**src/rtl/extbus_pkg.sv**
```systemverilog
package extbus_pkg;

  typedef enum logic [1:0] {
    OP_IDLE  = 2'd0,
    OP_FETCH = 2'd1,
    OP_READ  = 2'd2,
    OP_WRITE = 2'd3
  } busOpE;

  typedef struct packed {
    logic loadReq;
    logic driveAddr;
    logic driveData;
    logic upperFetch;
    logic hiEn;
    logic capLo;
    logic capHi;
    logic capRead;
  } busStrobeS;

endpackage

```
**src/rtl/extbus_slot_timer.sv**
```systemverilog
module extbus_slot_timer #(
  parameter int SLOT_COUNT = 12,
  localparam int SLOT_W = $clog2(SLOT_COUNT)
) (
  input  logic              clk,
  input  logic              rstN,
  output logic [SLOT_W-1:0] slot,
  output logic              running,
  output logic              lastSlot
);

  localparam logic [SLOT_W-1:0] LAST_S = SLOT_W'(SLOT_COUNT - 1);

  assign lastSlot = (slot == LAST_S);

  always_ff @(posedge clk or negedge rstN) begin
    if (!rstN) begin
      slot    <= '0;
      running <= 1'b0;
    end else begin
      running <= 1'b1;
      if (running) begin
        slot <= lastSlot ? '0 : slot + 1'b1;
      end
    end
  end

  AST_SLOT_WRAP: assert property (@(posedge clk) disable iff (!rstN)
    (running && slot == LAST_S) |=> (slot == '0));

endmodule

```
**src/rtl/extbus_ctrl.sv**
```systemverilog
module extbus_ctrl
  import extbus_pkg::*;
#(
  parameter int SLOT_COUNT = 12,
  parameter int ALE_SLOTS  = 2,
  parameter int ADDR_SLOTS = 3
) (
  input  logic       clk,
  input  logic       rstN,
  input  logic [1:0] reqKind,
  input  logic       extCodeN,
  output busStrobeS  strb,
  output logic       addrLatch,
  output logic       codeRdN,
  output logic       dataRdN,
  output logic       dataWrN,
  output logic       done
);

  localparam int SLOT_W = $clog2(SLOT_COUNT);
  localparam int HALF   = SLOT_COUNT / 2;
  localparam logic [SLOT_W-1:0] HALF_S   = SLOT_W'(HALF);
  localparam logic [SLOT_W-1:0] LOHALF_S = SLOT_W'(HALF - 1);
  localparam logic [SLOT_W-1:0] LAST_S   = SLOT_W'(SLOT_COUNT - 1);
  localparam logic [SLOT_W-1:0] DSTART_S = SLOT_W'(ADDR_SLOTS);
  localparam logic [SLOT_W-1:0] DEND_S   = SLOT_W'(SLOT_COUNT - 2);
  localparam logic [SLOT_W-1:0] ALE_S    = SLOT_W'(ALE_SLOTS);
  localparam logic [SLOT_W-1:0] ADDR_S   = SLOT_W'(ADDR_SLOTS);

  logic [SLOT_W-1:0] slot;
  logic              running;
  logic              lastSlot;

  extbus_slot_timer #(.SLOT_COUNT(SLOT_COUNT)) i_timer (
    .clk      (clk),
    .rstN     (rstN),
    .slot     (slot),
    .running  (running),
    .lastSlot (lastSlot)
  );

  busOpE opQ;
  logic  extQ;

  logic              secondHalf;
  logic [SLOT_W-1:0] halfSlot;
  logic              fetchExt;
  logic              dataOp;
  logic              inDataWin;

  always_comb begin
    secondHalf = (slot >= HALF_S);
    halfSlot   = secondHalf ? (slot - HALF_S) : slot;
    fetchExt   = (opQ == OP_FETCH) && extQ;
    dataOp     = (opQ == OP_READ) || (opQ == OP_WRITE);
    inDataWin  = (slot >= DSTART_S) && (slot <= DEND_S);
  end

  // Request register: taken at the end of a machine cycle or on the first edge out of reset
  always_ff @(posedge clk or negedge rstN) begin
    if (!rstN) begin
      opQ  <= OP_IDLE;
      extQ <= 1'b0;
      done <= 1'b0;
    end else begin
      done <= running && lastSlot && (opQ != OP_IDLE);
      if (strb.loadReq) begin
        opQ  <= busOpE'(reqKind);
        extQ <= !extCodeN;
      end
    end
  end

  // Pin strobes
  always_comb begin
    addrLatch = running && (halfSlot < ALE_S) && !(dataOp && secondHalf);
    codeRdN   = !(running && fetchExt && (halfSlot >= ADDR_S));
    dataRdN   = !(running && (opQ == OP_READ) && inDataWin);
    dataWrN   = !(running && (opQ == OP_WRITE) && inDataWin);
  end

  // Strobes to the datapath
  always_comb begin
    strb.loadReq    = !running || lastSlot;
    strb.driveAddr  = running && ((fetchExt && (halfSlot < ADDR_S)) ||
                                  (dataOp && (slot < ADDR_S)));
    strb.driveData  = running && (opQ == OP_WRITE) && (slot >= DSTART_S);
    strb.upperFetch = fetchExt && secondHalf;
    strb.hiEn       = running && (fetchExt || dataOp);
    strb.capLo      = running && fetchExt && (slot == LOHALF_S);
    strb.capHi      = running && fetchExt && (slot == LAST_S);
    strb.capRead    = running && (opQ == OP_READ) && (slot == DEND_S);
  end

  AST_STROBE_EXCLUSIVE: assert property (@(posedge clk) disable iff (!rstN)
    !codeRdN |-> (dataRdN && dataWrN));
  AST_RD_WR_EXCL: assert property (@(posedge clk) disable iff (!rstN)
    !(!dataRdN && !dataWrN));
  AST_DONE_SINGLE: assert property (@(posedge clk) disable iff (!rstN)
    done |=> !done);
  AST_DONE_AT_SLOT0: assert property (@(posedge clk) disable iff (!rstN)
    done |-> (slot == '0));
  AST_ALE_WIDTH: assert property (@(posedge clk) disable iff (!rstN)
    $rose(addrLatch) |=> addrLatch);

endmodule

```
**src/rtl/extbus_datapath.sv**
```systemverilog
module extbus_datapath
  import extbus_pkg::*;
#(
  parameter int ADDR_W = 16,
  parameter int DATA_W = 8,
  localparam int HI_W  = ADDR_W - DATA_W,
  localparam int LANES = 2
) (
  input  logic                    clk,
  input  logic                    rstN,
  input  busStrobeS               strb,
  input  logic [ADDR_W-1:0]       reqAddr,
  input  logic [DATA_W-1:0]       reqWdata,
  input  logic [DATA_W-1:0]       busLoIn,
  output logic [DATA_W-1:0]       busLoOut,
  output logic                    busLoOe,
  output logic [HI_W-1:0]         busHi,
  output logic [LANES*DATA_W-1:0] rdData
);

  logic [ADDR_W-1:0] addrQ;
  logic [DATA_W-1:0] wdQ;
  logic [ADDR_W-1:0] fetchAddr;

  always_ff @(posedge clk or negedge rstN) begin
    if (!rstN) begin
      addrQ <= '0;
      wdQ   <= '0;
    end else if (strb.loadReq) begin
      addrQ <= reqAddr;
      wdQ   <= reqWdata;
    end
  end

  always_comb begin
    fetchAddr = strb.upperFetch ? (addrQ + 1'b1) : addrQ;
    busLoOe   = strb.driveAddr || strb.driveData;
    if (strb.driveData) begin
      busLoOut = wdQ;
    end else if (strb.driveAddr) begin
      busLoOut = fetchAddr[DATA_W-1:0];
    end else begin
      busLoOut = '0;
    end
    busHi = strb.hiEn ? fetchAddr[ADDR_W-1:DATA_W] : '0;
  end

  // Capture lanes: lane 0 takes the first code byte or the read byte,
  // lane 1 takes the second code byte and is cleared by a data read
  for (genvar ln = 0; ln < LANES; ln++) begin : g_lane
    logic              capThis;
    logic              clrThis;
    logic [DATA_W-1:0] laneQ;
    if (ln == 0) begin : g_first
      assign capThis = strb.capLo || strb.capRead;
      assign clrThis = 1'b0;
    end else begin : g_second
      assign capThis = strb.capHi;
      assign clrThis = strb.capRead;
    end
    always_ff @(posedge clk or negedge rstN) begin
      if (!rstN) begin
        laneQ <= '0;
      end else if (capThis) begin
        laneQ <= busLoIn;
      end else if (clrThis) begin
        laneQ <= '0;
      end
    end
    assign rdData[ln*DATA_W +: DATA_W] = laneQ;
  end

endmodule

```
**src/rtl/extbus_sequencer.sv**
```systemverilog
module extbus_sequencer
  import extbus_pkg::*;
#(
  parameter int ADDR_W     = 16,
  parameter int DATA_W     = 8,
  parameter int SLOT_COUNT = 12,
  parameter int ALE_SLOTS  = 2,
  parameter int ADDR_SLOTS = 3
) (
  input  logic                 clk,
  input  logic                 rstN,
  input  logic [1:0]           reqKind,
  input  logic [ADDR_W-1:0]    reqAddr,
  input  logic [DATA_W-1:0]    reqWdata,
  input  logic                 extCodeN,
  input  logic [DATA_W-1:0]    busLoIn,
  output logic [DATA_W-1:0]    busLoOut,
  output logic                 busLoOe,
  output logic [ADDR_W-DATA_W-1:0] busHi,
  output logic                 addrLatch,
  output logic                 codeRdN,
  output logic                 dataRdN,
  output logic                 dataWrN,
  output logic [2*DATA_W-1:0]  rdData,
  output logic                 done
);

  busStrobeS strb;

  extbus_ctrl #(
    .SLOT_COUNT (SLOT_COUNT),
    .ALE_SLOTS  (ALE_SLOTS),
    .ADDR_SLOTS (ADDR_SLOTS)
  ) i_ctrl (
    .clk       (clk),
    .rstN      (rstN),
    .reqKind   (reqKind),
    .extCodeN  (extCodeN),
    .strb      (strb),
    .addrLatch (addrLatch),
    .codeRdN   (codeRdN),
    .dataRdN   (dataRdN),
    .dataWrN   (dataWrN),
    .done      (done)
  );

  extbus_datapath #(
    .ADDR_W (ADDR_W),
    .DATA_W (DATA_W)
  ) i_datapath (
    .clk      (clk),
    .rstN     (rstN),
    .strb     (strb),
    .reqAddr  (reqAddr),
    .reqWdata (reqWdata),
    .busLoIn  (busLoIn),
    .busLoOut (busLoOut),
    .busLoOe  (busLoOe),
    .busHi    (busHi),
    .rdData   (rdData)
  );

  AST_PORT_RELEASED: assert property (@(posedge clk) disable iff (!rstN)
    (!codeRdN || !dataRdN) |-> !busLoOe);
  AST_WRITE_DRIVES: assert property (@(posedge clk) disable iff (!rstN)
    !dataWrN |-> busLoOe);

endmodule

```
**config.mk**
```make
export PLATFORM = sky130hd
export DESIGN_NAME = extbus_sequencer
export DESIGN_NICKNAME = d
export VERILOG_FILES = /design/src/rtl/extbus_pkg.sv /design/src/rtl/extbus_slot_timer.sv /design/src/rtl/extbus_ctrl.sv /design/src/rtl/extbus_datapath.sv /design/src/rtl/extbus_sequencer.sv
export SDC_FILE = /design/constraint.sdc
export NUM_CORES = 1
export LEC_CHECK = 0
export ABC_AREA = 1
export BUFFER_PORTS_ARGS = -buffer_cell sky130_fd_sc_hd__buf_2
export CAP_MARGIN = 0
export CORE_AREA = 2 2 84 78
export DETAILED_ROUTE_END_ITERATION = 7
export DIE_AREA = 0 0 86 80
export PLACE_DENSITY_LB_ADDON = 0.05
export RECOVER_POWER = 25
export SLEW_MARGIN = 30
export SYNTH_ARGS = -nofsm -noshare
export SYNTH_HDL_FRONTEND = slang
export SYNTH_HIERARCHICAL = 1
export SYNTH_SLANG_ARGS = --single-unit
```
**constraint.sdc**
```tcl
create_clock -name clk -period 3 [get_ports clk]
set_input_delay 0.3 -clock clk [delete_from_list [all_inputs] [get_ports clk]]
set_output_delay 0.3 -clock clk [all_outputs]
set_load 0.05 [all_outputs]
```
## Word-level counts from Yosys, hierarchy flattened

Index checks and enable logic that the tools add are counted.

| cells by class | value |
|---|---|
| mux-type cells | 8 |
| reduce and logical (&&, ||, !) cells | 36 |
| equal/unequal tests | 6 |
| $add $sub $neg | 3 |
| order comparisons | 7 |

Operators by type and width:

| operator | number |
|---|---|
| 8-bit 2-to-1 mux | 5 |
| 1-bit logical AND | 22 |
| 16-bit by 1-bit adder with 16-bit output, second input constant | 1 |
| 16-bit 2-to-1 mux | 1 |
| 4-bit by 2-bit < comparator with 1-bit output, second input constant | 3 |
| 4-bit == test, second input constant | 2 |
| 4-bit by 2-bit greater-or-equal comparator with 1-bit output, second input constant | 2 |
| 4-bit 2-to-1 mux | 2 |
| 1-bit logical NOT | 6 |
| 1-bit logical OR | 6 |
| 4-bit by 1-bit adder with 4-bit output, second input constant | 1 |
| 2-bit == test, second input constant | 2 |
| 4-bit by 3-bit == test with 1-bit output, second input constant | 1 |
| 4-bit by 3-bit greater-or-equal comparator with 1-bit output, second input constant | 1 |
| 4-bit less-or-equal comparator, second input constant | 1 |
| 2-bit nonzero test | 2 |
| 4-bit by 3-bit subtractor with 4-bit output, second input constant | 1 |
| 2-bit by 1-bit == test with 1-bit output, second input constant | 1 |

| storage, ports and cells | value |
|---|---|
| register bits after elaboration | 49 |
| input port bits | 37 |
| output and inout port bits | 38 |

## Depth between registers and ports, before layout

| depth | value |
|---|---|
| depth after elaboration | 8 |
| gate-level depth with buffers | 10 |

## Hierarchy

Netlist, hierarchy kept.

Modules (own cells, without submodules):

| module | area an instance (um2) | instances | cells an instance |
|---|---|---|---|
| extbus_datapath | 2,065.7 | 1 | 251 |
| extbus_ctrl | 354.1 | 1 | 56 |
| extbus_slot_timer | 236.5 | 1 | 30 |

## Worst setup path before layout

No wires, ideal clock.

| path | value |
|---|---|
| path kind | reg-to-output |
| from | reg i_ctrl.i_timer.slot[0] |
| to | out busLoOut[1] |
| stages on the path, launching flop included | 7 |
| buffers on the path | 0 |
| slack | 650 ps |
| arrival | 2,050 ps |
| cell sequence | dfrtp_1 nand2_2 nand2_1 inv_2 nor3_4 inv_1 o21ai_0 |

RTL lines:

| item | RTL line | RTL |
|---|---|---|
| from (decl) | extbus_slot_timer.sv:7 | `output logic [SLOT_W-1:0] slot,` |
| from (signal assigned) | extbus_slot_timer.sv:23 | `slot <= lastSlot ? '0 : slot + 1'b1;` |
| to (decl) | extbus_sequencer.sv:17 | `output logic [DATA_W-1:0] busLoOut,` |

==> summary.md <==
| Metric | Value |
|---|---|
| Status | `completed` |
| R2R depth | `7` |
| Std-Cell Rows | `27` |
| Maxcap violations | `0` |
| TNS Setup | `0 ns` |
| TritonCTS Sinks | `49` |
| H-tree depth | `2` |
| First-pass GRT wire length | `~10 mm` |
| Yosys reg bits | `49` |
| Setup Skew | `roughly 0.012 ns` |
| Iteration-0 DRC Markers | `roughly 120` |
| Initial antenna violation count | `0` |
| Routed Antenna Nets | `0` |
| HPWL after DPL | `approximately 4.5 mm` |
| Crit path max-delay cell type | `dfrtp_1` |
| Util after Layout | `0.541` |
| Met1 Track Usage GR | `0.284` |
| Register area | `1230 um^2` |
| Core Area | `between 5000 and 6000 um^2` |
| Post-CTS Setup Inserts | `0` |
| Met3 Use GR | `0.0455` |
| Seq/Total Area, Yosys | `0.462` |
| Crit path time final | `roughly 2.7 ns` |
| Endpoints failing setup | `0` |
| Slew @ Worst Pin | `between 0.8 and 0.9 ns` |
| R2r setup slk | `around 1.0 ns` |
| CP required | `between 2 and 3 ns` |
| Reg-to-reg startpoint | `i_ctrl/i_timer/slot[0]` |
| Post-synth EDFFs | `0` |
| Slew Viols, Final | `0` |
| # diodes | `0` |
| Post-Syn Nets | `about 380` |
| Cells along the critical path | `nor2_1, nand2_1, inv_2, nor3_4, inv_1, nand2_1, inv_1, o21ai_0, o22ai_1, buf_2` |
| CTS Buffer Depth | `2` |
| Gr busiest metal | `met1` |
| Die Y | `80 um` |
| Layout Nets | `about 450` |
| Syn avg cell area | `~7.9 um^2` |
| Worst min path class | `input port to register` |
| Total CTS buffers | `5` |
| Min-Delay Endpoint | `i_ctrl/extQ` |
| RR Endpoint | `i_datapath/addrQ[8]` |
| Setup CP Type | `register to output pin` |
| Tot GR Track Use | `0.189` |
| Top cells by area, synth | `dfrtp_1, nand2_1, inv_1` |
| Yosys top cell area share | `0.462` |
| Syn. warnings | `6` |
| Port Buffers | `74` |
| Hold_sp | `extCodeN` |
| Die area | `roughly 6900 um^2` |
| Arrival time at the worst endpoint | `approximately 2.4 ns` |
| Slowest stage delay, CP | `0.51 ns` |
| P&R area growth vs syn | `21.8%` |
| Root buffer cell | `clkbuf_8` |
| Final period util | `0.886` |
| CP Max Fanout | `10` |
| Layout fillers | `roughly 600` |
| Routed WL per cell | `between 10 and 15 um` |
| Placer Congestion | `approximately 0.81` |
| Met2 GRT Util | `0.279` |
| Vias after detailed routing | `2322` |
| Area of the multi-input gates | `1180 um^2` |
| Chip width | `about 86 um` |
| Clk_lat worst skew | `0.30 ns` |
| Worst Setup End Kind | `output pin` |
| I/O pins | `75` |
| Top_reg_cell synth | `dfrtp_1` |
| Worst relative slew slack | `0.409` |
| Post-synth ARST share | `1.00` |
| # DRC | `0` |
| DRT Wirelength | `~6.0 mm` |
| CP top delay family | `buffers and inverters` |
| Worst VDD drop | `0.437 mV` |
| Synth Cell Area | `between 2000 and 3000 um^2` |
| Worst Hold Depth | `2` |
| FMAX | `between 0.3 and 0.4 GHz` |
| Starting Density | `0.444` |
| Hold Violations, Final | `0` |
| Clock slew seen by the registers of the worst setup and hold paths | `0.10 ns` |
| Grt ovf | `0` |
| Largest net degree at the start of global routing | `47` |
| First drt pass iteration count | `4` |
| Startpoint Class | `register` |
| RSZ-0062 raised after global routing | `no` |
| Synth area leader | `dfrtp_1` |
| TritonCTS clock tree | `built` |
| Vias in the first global route | `2193` |
| Leak pwr | `around 1.7 nW` |
| Synth Instances | `~340` |
| Via density | `about 4.8` |
| Layout cell share with drive strength beyond 1 | `0.257` |
| Netlist cell types | `28` |
| Buf/Inv on CP | `4` |
| Power Density | `818 nW/um^2` |
| CP Depth | `10` |
==> cells in the final DEF, fill, tap and decap left out, types with 3 or more instances in the layout <==
cell type and instances:
nand2_2 5, clkbuf_1 15, buf_2 59, nor2_4 4, nand3_1 18, buf_4 3
dfrtp_1 49, nand2_1 81, mux2_2 8, nand2_4 3, clkbuf_8 5, a21oi_1 14
inv_2 6, nor2_1 22, inv_1 52, nor2_2 4, o22ai_1 13, o21ai_0 33
nor3_1 3
==> flip-flops by register name, indices dropped and copies added, names as in the netlist <==
register                 flops
i_datapath/g_lane.laneQ     16
i_ctrl/opQ                   2
i_datapath/wdQ               8
i_ctrl/done                  1
i_ctrl/i_timer/running       1
i_datapath/addrQ            16
i_ctrl/extQ                  1
i_ctrl/i_timer/slot          4
==> where the power goes <==
group | internal [W] | switching (W) | total (W) | leakage, nW
Clock | 0.000331 | 0.000228 | 0.000560 | 0.0681
Sequential | 0.000824 | 0.000148 | 0.000972 | 0.561
Combinational | 0.000268 | 0.000847 | 0.00112 | 1.11
==> cell families (layout without fill, tap and decap cells) <==
| group | Yosys count | in the layout | share of synthesized area |
|---|---|---|---|
| AO/OA/AOI/OAI | 63 | 63 | 0.126 |
| other | 1 | 1 | 0.00141 |
| multiplexers | 8 | 8 | 0.0339 |
| buffers and inverters | 66 | 145 | 0.0947 |
| adder cells (fa/ha/maj) | 2 | 2 | 0.00942 |
| flip-flops | 49 | 49 | 0.462 |
| AND/OR/NAND/NOR | 148 | 148 | 0.273 |
==> cells in the mapped netlist (5+ instances only) <==
cell type   n
o21ai_0    32
o22ai_1    13
nand3_1    18
mux2_2      8
dfrtp_1    49
inv_2       6
nand2_1    81
nor2_1     22
nand2_2     5
inv_1      52
a21oi_1    14
==> layer usage <==
layer  vias up  wire, um  share of wire
met5         -         0              0
met4         0        14         0.0023
met3         2       326          0.054
met2        62      2440           0.40
met1      1031      3260           0.54
li1       1227         -              -
==> stage by stage <==
step                      total power, W  hold WS, ns  setup slack [ns]  area (um^2)  std cells
after floorplan                  0.00184      0.00441             0.650         2660        337
after global placement           0.00210        0.241             0.699         3110        479
after detailed placement         0.00212        0.244             0.699         3110        479
after CTS                        0.00269        0.150             0.350         3250        488
after global routing             0.00282        0.152             0.112         3230        488
final                            0.00265        0.154             0.343         3230        488
==> worst max path at each step <==
stage,start,end
global route,i_ctrl/i_timer/slot[0],busLoOut[4]
floorplan,i_ctrl/i_timer/slot[0],busLoOut[1]
CTS,i_ctrl/i_timer/slot[0],busLoOut[4]
finish,i_ctrl/i_timer/slot[3],busLoOut[4]
global placement,i_ctrl/i_timer/slot[0],busLoOut[4]
detailed placement,i_ctrl/i_timer/slot[0],busLoOut[4]
==> final cells by class <==
| cell class | count | area share |
|---|---|---|
| Inverter | 59 | 0.0685 |
| Tap cell | 72 | 0.0279 |
| Clock inverter | 3 | 0.0201 |
| Timing Repair Buffer | 78 | 0.119 |
| Clock buffer | 5 | 0.0213 |
| Multi-Input combinational cell | 222 | 0.364 |
| Sequential cell | 49 | 0.379 |
==> what timing repair did <==
action	CTS	global route
hold buffers	1	0
hold endpoints to repair	15	0
resized for setup	0	0
Note: power is estimated with default switching activity, not from simulation.
